File: config.mk
export PLATFORM = sky130hd
export DESIGN_NAME = vsp_gt_cmp
export DESIGN_NICKNAME = d
export VERILOG_FILES = /design/src/rtl/vsp_cmp_pkg.sv /design/src/rtl/vsp_lane_class.sv /design/src/rtl/vsp_lane_gt.sv /design/src/rtl/vsp_vec_reduce.sv /design/src/rtl/vsp_gt_cmp.sv
export SDC_FILE = /design/constraint.sdc
export NUM_CORES = 1
export LEC_CHECK = 0
export BUFFER_PORTS_ARGS = -buffer_cell sky130_fd_sc_hd__buf_2
export CAP_MARGIN = 20
export CORE_AREA = 2 2 156 158
export CTS_CLUSTER_SIZE = 25
export DETAILED_ROUTE_END_ITERATION = 7
export DIE_AREA = 0 0 158 160
export HOLD_SLACK_MARGIN = 0.1
export PLACE_DENSITY = 0.72
export SLEW_MARGIN = 20
export SYNTH_ARGS = -nofsm -noshare
export SYNTH_HDL_FRONTEND = slang
export SYNTH_HIERARCHICAL = 1
export SYNTH_SLANG_ARGS = --single-unit
File: constraint.sdc
create_clock -name clk_i -period 1.7 [get_ports clk_i]
set_input_delay 0.425 -clock clk_i [delete_from_list [all_inputs] [get_ports clk_i]]
set_output_delay 0.425 -clock clk_i [all_outputs]
set_load 0.02 [all_outputs]
File: src/rtl/vsp_cmp_pkg.sv
package vsp_cmp_pkg;
  localparam int EXP_W  = 8;
  localparam int FRAC_W = 23;
  localparam int LANE_W = 1 + EXP_W + FRAC_W;
  localparam int MAG_W  = EXP_W + FRAC_W;
  localparam int SUM_W  = 4;

  typedef struct packed {
    logic             sign;
    logic             zero;
    logic             nan;
    logic             snan;
    logic [MAG_W-1:0] mag;
  } lane_cls_t;
endpackage

File: src/rtl/vsp_lane_class.sv
module vsp_lane_class
  import vsp_cmp_pkg::*;
(
  input  logic [LANE_W-1:0] word_i,
  output lane_cls_t         cls_o
);
  logic [EXP_W-1:0]  exp_w;
  logic [FRAC_W-1:0] frac_w;

  assign exp_w  = word_i[LANE_W-2 -: EXP_W];
  assign frac_w = word_i[FRAC_W-1:0];

  always_comb begin
    cls_o.sign = word_i[LANE_W-1];
    cls_o.mag  = word_i[MAG_W-1:0];
    cls_o.zero = (word_i[MAG_W-1:0] == '0);
    cls_o.nan  = (&exp_w) && (|frac_w);
    // quiet bit is the fraction MSB
    cls_o.snan = cls_o.nan && !frac_w[FRAC_W-1];
  end
endmodule

File: src/rtl/vsp_lane_gt.sv
module vsp_lane_gt
  import vsp_cmp_pkg::*;
(
  input  lane_cls_t a_i,
  input  lane_cls_t b_i,
  input  logic      inv_en_i,
  output logic      gt_o,
  output logic      snan_o,
  output logic      vc_o
);
  logic unord, both_zero, mag_gt, mag_lt;

  assign unord     = a_i.nan | b_i.nan;
  assign both_zero = a_i.zero & b_i.zero;
  assign mag_gt    = a_i.mag > b_i.mag;
  assign mag_lt    = a_i.mag < b_i.mag;

  always_comb begin
    if (unord || both_zero)      gt_o = 1'b0;
    else if (a_i.sign != b_i.sign) gt_o = !a_i.sign;
    else if (a_i.sign)           gt_o = mag_lt;  // negatives: reversed
    else                         gt_o = mag_gt;
  end

  assign snan_o = a_i.snan | b_i.snan;
  assign vc_o   = snan_o ? !inv_en_i : unord;

  always_comb begin
    if (a_i.nan || b_i.nan) a_r4_nan_never_gt: assert (!gt_o);
    if (a_i.zero && b_i.zero) a_r3_zeros_equal: assert (!gt_o);
    if (a_i.snan && inv_en_i) a_r5_snan_en_no_vc: assert (!vc_o && snan_o);
  end
endmodule

File: src/rtl/vsp_vec_reduce.sv
module vsp_vec_reduce
  import vsp_cmp_pkg::*;
#(
  parameter int LANES = 4
) (
  input  logic [LANES-1:0] gt_i,
  input  logic [LANES-1:0] snan_i,
  input  logic [LANES-1:0] vc_i,
  input  logic             inv_en_i,
  input  logic             rec_i,
  output logic             exc_o,
  output logic             any_snan_o,
  output logic             any_vc_o,
  output logic [SUM_W-1:0] summary_o
);
  logic all_true, all_false;

  assign all_true   = &gt_i;
  assign all_false  = ~|gt_i;
  assign any_snan_o = |snan_i;
  assign any_vc_o   = |vc_i;
  assign exc_o      = inv_en_i & (any_snan_o | any_vc_o);

  always_comb begin
    if (rec_i && !exc_o) summary_o = {all_true, 1'b0, all_false, 1'b0};
    else                 summary_o = '0;
  end
endmodule

File: src/rtl/vsp_gt_cmp.sv
module vsp_gt_cmp
  import vsp_cmp_pkg::*;
#(
  parameter int LANES = 4
) (
  input  logic                    clk_i,
  input  logic                    rst_ni,
  input  logic                    valid_i,
  input  logic [LANES*LANE_W-1:0] op_a_i,
  input  logic [LANES*LANE_W-1:0] op_b_i,
  input  logic                    inv_en_i,
  input  logic                    rec_i,
  output logic                    valid_o,
  output logic [LANES*LANE_W-1:0] mask_o,
  output logic                    wr_en_o,
  output logic [SUM_W-1:0]        summary_o,
  output logic                    snan_sticky_o,
  output logic                    vc_sticky_o,
  output logic                    fx_sticky_o
);
  localparam int VEC_W = LANES * LANE_W;

  lane_cls_t          cls_a [LANES];
  lane_cls_t          cls_b [LANES];
  logic [LANES-1:0]   gt_l, snan_l, vc_l;
  logic [VEC_W-1:0]   mask_d;
  logic [SUM_W-1:0]   summary_d;
  logic               exc_d, any_snan, any_vc;
  logic               valid_q, exc_q;

  for (genvar g = 0; g < LANES; g++) begin : g_lane
    vsp_lane_class u_cls_a (.word_i(op_a_i[g*LANE_W +: LANE_W]), .cls_o(cls_a[g]));
    vsp_lane_class u_cls_b (.word_i(op_b_i[g*LANE_W +: LANE_W]), .cls_o(cls_b[g]));
    vsp_lane_gt u_gt (
      .a_i(cls_a[g]), .b_i(cls_b[g]), .inv_en_i(inv_en_i),
      .gt_o(gt_l[g]), .snan_o(snan_l[g]), .vc_o(vc_l[g])
    );
    assign mask_d[g*LANE_W +: LANE_W] = {LANE_W{gt_l[g]}};
  end

  vsp_vec_reduce #(.LANES(LANES)) u_red (
    .gt_i(gt_l), .snan_i(snan_l), .vc_i(vc_l),
    .inv_en_i(inv_en_i), .rec_i(rec_i),
    .exc_o(exc_d), .any_snan_o(any_snan), .any_vc_o(any_vc),
    .summary_o(summary_d)
  );

  always_ff @(posedge clk_i or negedge rst_ni) begin
    if (!rst_ni) begin
      valid_q       <= 1'b0;
      exc_q         <= 1'b0;
      mask_o        <= '0;
      summary_o     <= '0;
      snan_sticky_o <= 1'b0;
      vc_sticky_o   <= 1'b0;
      fx_sticky_o   <= 1'b0;
    end else begin
      valid_q <= valid_i;
      if (valid_i) begin
        exc_q         <= exc_d;
        mask_o        <= mask_d;
        summary_o     <= summary_d;
        snan_sticky_o <= snan_sticky_o | any_snan;
        vc_sticky_o   <= vc_sticky_o | any_vc;
        fx_sticky_o   <= fx_sticky_o | any_snan | any_vc;
      end
    end
  end

  assign valid_o = valid_q;
  assign wr_en_o = valid_q & ~exc_q;

  a_r6_wr_needs_valid: assert property (@(posedge clk_i) disable iff (!rst_ni)
    wr_en_o |-> valid_o);
  a_r8_snan_hold: assert property (@(posedge clk_i) disable iff (!rst_ni)
    !$fell(snan_sticky_o) && !$fell(vc_sticky_o) && !$fell(fx_sticky_o));
  a_r8_fx_covers: assert property (@(posedge clk_i) disable iff (!rst_ni)
    (snan_sticky_o | vc_sticky_o) |-> fx_sticky_o);
  a_r7_summary_shape: assert property (@(posedge clk_i) disable iff (!rst_ni)
    !(summary_o[3] && summary_o[1]) && !summary_o[2] && !summary_o[0]);
  a_r9_idle_hold: assert property (@(posedge clk_i) disable iff (!rst_ni)
    !valid_i |=> $stable(mask_o) && $stable(summary_o) && !valid_o);
endmodule

==> metrics.txt, run 1 <==
Peak VDD IR between 0.0002 and 0.00025 V; critical path's largest stage delay 560 ps; Routed wire per std cell roughly 15 µm; mux share of post-synthesis cell area 1.68%; WS Path Type primary input to register; most area-consuming cells after synthesis buf_4 37%, ha_1 20%, inv_1 6.3%; Final Hold Fails 0; H-tree depth 1; final slew viol count 0; critical path cell sequence buf_2 > or4_4 > nor2_4 > a211oi_1 > or2_4 > nor3_2 > a21oi_1 > or4_4 > o21a_4 > nor3b_2 > mux2_4; Reg clk slew, reported paths roughly 50 ps; Syn-to-layout area delta 32.4%; max-cap violations 0; Pleak approximately 5 nW; Setup Viol. Count Final 10; simple-gate share of the synthesized area 19.5%; min Tclk post-route 2630 ps; DP HPWL approximately 21 mm; ANT nets after route 0; die width between 150 and 200 µm; Via density 4.62; worst skew pair latency between 200 and 250 ps; first-pass GRT wire length 34.6 mm; final setup TNS -6880 ps; min-delay worst type register to register; initial antenna violation count 3; Min Hold Slack ~460 ps; slowest CP cell or4_4; total track usage between 10% and 20%; Die Height ~160 µm; crit path capture type register; DR pass1 iterations 4; share of the synthesized area in the top cell type between 30% and 40%; initial cell density of the core between 30% and 40%; Mapped Cells 1018; Seq. cell area around 330 µm²; Port Buffer Count 397; Synth Area per Inst about 7.7 µm²; ys async rst share 100%; Critical Path RT between 1500 and 2000 ps; worst reg-to-reg path cell count 1; Yosys top cell by area buf_4; clk root buf clkbuf_16; die area 0.0253 mm²; number of DRC markers in iteration 0 about 140; Synth Area in Compound Gates roughly 12%; unrepaired setup endpoints after global routing yes; Vias between 7k and 8k; area of the multi-input gates about 0.0056 mm²; crit-path leading delay family simple AND/OR/NAND/NOR gates; highest clock rate around 380 MHz; Filler cells 2363; DP Worst Slack -1260 ps; Crit Path Max Fanout 3; Post-synth top flop dfrtp_1; Cell variety after synth 40; Synthesis Warnings 6; sequential area share after synthesis about 4.2%; Worst path depth 11; largest net degree at the start of global routing 33; vias in the first global route about 7.2k; DRC Markers 0; Pwr Density approximately 430 mW/mm²; Final period util 154%; adder-cell share of the synthesized area slightly below 20%; core area about 0.024 mm²; CTS buffer count 3; grt ovf 0; share of post-route cells with drive strength above 1 a little under three quarters; Post-Syn Area around 0.008 mm²; Critical Path Start Type primary input; CTS tree built; WHS Path Cells 1; clock buffer depth 2; final WL around 23 mm; Placed Cells incl. Taps about 1.5k; flops & latches, synth 13; Routability Congestion 0.895; cell row count 57; outcome complete, but fails checks; Worst Path Buf+Inv 1; most used cell, CP or4_4; EDFF count, synth 0; final setup margin -926 ps; Synth Area in XOR/XNOR 0%; Net count, final around 1.6k; clock skew 0 ps; I/O Pins roughly 400; failing checks setup timing; CTS sink cnt 13; largest family of logic cells by synthesized area buffers and inverters; Non-Filler Instances between 1.5k and 2k; Crit path arrival time about 2800 ps
cells in the final DEF, fill, tap and decap left out, drive strengths merged:
cell type    count
nand2b           1
or2             12
nand3           16
or4             18
nor2b            1
a221oi          12
nand4           33
ha             124
nor2            20
clkbuf           3
o211a            4
clkinv           1
nor3            17
conb             2
diode            3
nand3b           4
nor3b            1
dlygate4sd3      1
nand2           44
nor4            44
o21a             1
and4            16
or4b             1
a21o             2
mux2             9
buf            557
a21oi           60
inv            132
dfrtp           13
o31ai            4
a211oi          16
o22a             4
o21ai           25
routing by layer:
layer	vias to the layer above	part of all wire, %	track usage [%]
li1	3497	-	-
met4	0	2.1	4.55
met1	3266	36	17.0
met3	28	5.4	2.36
met2	248	56	36.1
met5	-	0	0
cell usage after synthesis (5+ instances only):
| cell | n |
|---|---|
| a211oi_1 | 12 |
| a21oi_1 | 52 |
| a21oi_2 | 8 |
| a221oi_2 | 8 |
| and4_1 | 16 |
| buf_4 | 382 |
| dfrtp_1 | 13 |
| ha_1 | 124 |
| inv_1 | 132 |
| mux2_4 | 8 |
| nand2_1 | 44 |
| nand3_1 | 16 |
| nand4_1 | 25 |
| nand4_2 | 8 |
| nor2_1 | 12 |
| nor2_2 | 8 |
| nor3_1 | 12 |
| nor3_2 | 5 |
| nor4_1 | 40 |
| o21ai_0 | 13 |
| o21ai_1 | 12 |
| or2_1 | 8 |
| or4_4 | 18 |
sequential cells by signal, indices dropped and copies added, names as in the netlist:
signal         cells
exc_q              1
fx_sticky_o        1
mask_o             4
snan_sticky_o      1
summary_o          4
valid_o            1
vc_sticky_o        1
power by group:
group          leakage [nW]  switching [mW]  total (mW)  internal (mW)
clock                0.0409           0.140       0.453          0.314
sequential            0.156          0.0267       0.386          0.359
combinational          4.82            2.09        3.66           1.57
total                  5.02            2.26        4.50           2.24
path summary, 6_finish.rpt:
check,start,to,slack (ps)
max,op_b_i[43],summary_o[3],-930
min,vc_sticky_o,vc_sticky_o,460
max reg2reg,summary_o[1],summary_o[1],930
min reg2reg,vc_sticky_o,vc_sticky_o,460
max in group asynchronous,rst_ni,mask_o[95],810
min in group asynchronous,rst_ni,summary_o[2],650
final cells by class:
type	instances	share of cell area, %
antenna	3	0.0725
tap	324	3.92
sequential	13	3.14
timing repair buffer	558	32.9
clock inverter	1	0.0483
inverter	132	5.08
clock buffer	3	0.725
multi-input combinational	491	54.1
through the flow:
| step | power [mW] | util (%) | instance area [µm²] |
|---|---|---|---|
| after floorplan | 3.59 | - | 9150 |
| after global placement | 3.86 | 41.1 | 9780 |
| after detailed placement | 3.93 | 41.1 | 9780 |
| after CTS | 4.50 | 42.7 | 10200 |
| after global routing | 4.86 | 43.4 | 10300 |
| final | 4.50 | 43.5 | 10400 |
cell families after synthesis:
group | count (synthesis)
buf+inv | 515
fa+ha+maj | 124
compound gates | 128
mux | 9
flops | 13
simple gates | 228
other cells | 1
repair_timing:
item,in CTS,in global routing
pin swaps,49,21
gates resized for setup,62,39
setup buffers,4,1
hold buffers,1,0
endpoints found under the setup margin,10,10
hold endpoints to repair,13,0
No activity file was read; power rests on OpenSTA's default activity.
==> inputs of run 2 (changes only) <==
--- a/config.mk
+++ b/config.mk
@@ -7,12 +7,15 @@
 export LEC_CHECK = 0
 export BUFFER_PORTS_ARGS = -buffer_cell sky130_fd_sc_hd__buf_2
 export CAP_MARGIN = 20
-export CORE_AREA = 2 2 156 158
+export CELL_PAD_IN_SITES_DETAIL_PLACEMENT = 0
+export CELL_PAD_IN_SITES_GLOBAL_PLACEMENT = 2
+export CORE_ASPECT_RATIO = 1.5
+export CORE_MARGIN = 1
+export CORE_UTILIZATION = 27
 export CTS_CLUSTER_SIZE = 25
 export DETAILED_ROUTE_END_ITERATION = 7
-export DIE_AREA = 0 0 158 160
 export HOLD_SLACK_MARGIN = 0.1
-export PLACE_DENSITY = 0.72
+export PLACE_DENSITY = 0.95
 export SLEW_MARGIN = 20
 export SYNTH_ARGS = -nofsm -noshare
 export SYNTH_HDL_FRONTEND = slang
==> constraint.sdc (replaced) <==
create_clock -name clk_i -period 3.1 [get_ports clk_i]
set_input_delay 0.775 -clock clk_i [delete_from_list [all_inputs] [get_ports clk_i]]
set_output_delay 0.775 -clock clk_i [all_outputs]
set_load 0.02 [all_outputs]
==> metrics.txt, run 2 (synthesized netlist as in run 1, its figures left out) <==
outcome finished clean; WS Path Type primary input to register; clock buffer depth 2 (unchanged); CTS buffer count 3 (unchanged); Routed wire per std cell 13.2 µm (-12%); I/O Pins 398 (unchanged); Net count, final 1592 (+0.51%); Clock Power Share 10.8% (+0.7 points); Crit path arrival time 3210 ps (+400 ps); unrepaired setup endpoints after global routing yes; Gate power share 76.7% (-4.6 points); Reg clk slew, reported paths 40 ps (about the same); max-cap violations 0 (unchanged); Crit Path Max Fanout 3 (unchanged); Via density 4.37 (-5.4%); critical path's largest stage delay 540 ps (-20 ps); die area 0.0297 mm² (+17%); Critical Path Start Type primary input; actual slew at the worst max-slew pin ~850 ps; commonest non-fill, non-tap cells in the layout 395 x buf_2, 168 x buf_4, 132 x inv_1; Internal 1.08 mW (-52%); final setup TNS 0 ps (+6880 ps); Routability Congestion 0.875 (-2.2%); Placed Cells incl. Taps 1585 (+4.7%); r2r startpoint mask_o[96]; Post-DP Area 0.00879 mm² (-10%); FF-to-FF End mask_o[96]; Sw Ratio 50.7% (+0.44 points); cell row count 75 (+32%); Syn-to-layout area delta 17.1%; first-pass GRT wire length 32.0 mm (-7.5%); relative slew slack a little over two fifths; total power 2.19 mW (-51%); Top Usage Layer GRT met2; most used cell, CP or4_4; worst reg-to-reg path cell count 1 (unchanged); Final Hold Fails 0 (unchanged); critical path cell sequence buf_6 > or4_4 > nor2_4 > a211oi_2 > or2_4 > nor3_4 > a21oi_2 > or4_4 > o21a_4 > nor3b_2 > mux2_4; Die Height 210 µm (+32%); clock skew 0 ps (unchanged); final WL 21.0 mm (-8.2%); top flop regs mask_o x4, summary_o x4; Final period util a little over nine tenths; slowest CP cell or4_4; final slew viol count 0 (unchanged); Setup Viol. Count Final 0 (-10); most common cell after layout, fill and taps aside buf_2; net load switching power 1.11 mW (-51%); clk root buf clkbuf_16; Sequential Power Share 12.5% (+3.9 points); H-tree depth 1 (unchanged); number of hold buffers added after cts 0 (-1); flop2flop setup slack 1870 ps (+940 ps); worst skew pair latency 240 ps (about the same); met3 GRT Util 1.39% (-0.98 points); Pleak 5.04 nW (+0.39%); Pwr Density 239 mW/mm² (-45%); core area 0.0282 mm² (+19%); grt ovf 0 (unchanged); CTS sink cnt 13 (unchanged); min Tclk post-route 3030 ps; Critical Path RT 3280 ps (+1390 ps); DR pass1 iterations 4 (unchanged); largest net degree at the start of global routing 34 (+3.0%); CTS tree built; DP HPWL 19.7 mm (-5.6%); Vias 6953 (-1.2%); ANT nets after route 0 (unchanged); Peak VDD IR 0.000162 V (-29%); Port Buffer Count 397 (unchanged); die width 141 µm (-11%); vias in the first global route 6937 (-4.3%); design area 0.00916 mm² (-12%); met2 usage 30.2% (-5.9 points); highest clock rate 330 MHz; total track usage 13.5% (-3.7 points); DRC Markers 0 (unchanged); share of post-route cells with drive strength above 1 57.6% (-14 points); number of DRC markers in iteration 0 142 (+3.6%); Non-Filler Instances 1592 (+4.4%); min-delay worst type primary input to asynchronous set/reset pin; initial cell density of the core 27.7% (-5.1 points); GRT met1 Usage 12.1% (-4.9 points); Setup crit start op_a_i[109]; crit path capture type register; initial antenna violation count 1 (-2)
-- run 2: cell types whose count changed in the layout (fill, tap and decap cells not counted), moves of 18 or more --
cell	delta
ha_4	-75
a21oi_2	-18
buf_6	-36
buf_4	+33
inv_1	+66
a21oi_1	+20
ha_1	+75
inv_2	-54
-- run 2: worst max path at each step --
stage / to / slack [ps] / cells after the start
floorplan: exc_q / 10 / 9
global placement: exc_q / -400 / 10
detailed placement: exc_q / -410 / 10
CTS: exc_q / -10 / 10
global route: summary_o[3] / -70 / 12
finish: summary_o[3] / 70 / 11
-- run 2: layout make-up --
class | instances | area [µm²]
Sequential cell | 13 | 325
Antenna cell | 1 | 2.50
Inverter | 132 | 495
Timing Repair Buffer | 566 | 3270
Clock buffer | 4 | 78.8
Multi-Input combinational cell | 491 | 4500
Fill cell | 3031 | 19100
Tap cell | 385 | 482
-- run 2: power by group through the flow --
stage               combinational (mW)  sequential (mW)  clock, mW
floorplan                         1.48            0.303          0
finish                            1.68            0.273      0.236
global route                      1.83            0.289      0.253
detailed placement                1.66            0.282          0
CTS                               1.67            0.279      0.244
global placement                  1.64            0.276          0
-- run 2: per-layer routing --
layer	share of wire, %	vias up	wire [µm]
li1	-	3513	-
met1	34	3130	7150
met2	59	280	12300
met3	4.9	30	1040
met4	2.4	0	498
met5	0	-	0
-- run 2: critical path, delay by kind of cell --
kind / cells / cell delay (ps)
simple gates: 6 / 1820
mux: 1 / 150
compound gates: 3 / 360
buf+inv: 1 / 100
-- run 2: repair_timing --
action | CTS | global route
pin swaps | 16 | 30
gates resized for setup | 22 | 28
endpoints found under the setup margin | 4 | 4
cloned | 0 | 0
setup buffers | 4 | 0
-- run 2: through the flow --
step	util (%)	hold WS, ps	setup slack (ps)
floorplan	-	479	13.7
global placement	31.1	441	-398
detailed placement	31.1	444	-413
CTS	31.9	414	-14.7
global route	32.4	434	-66.6
finish	32.4	412	73.8
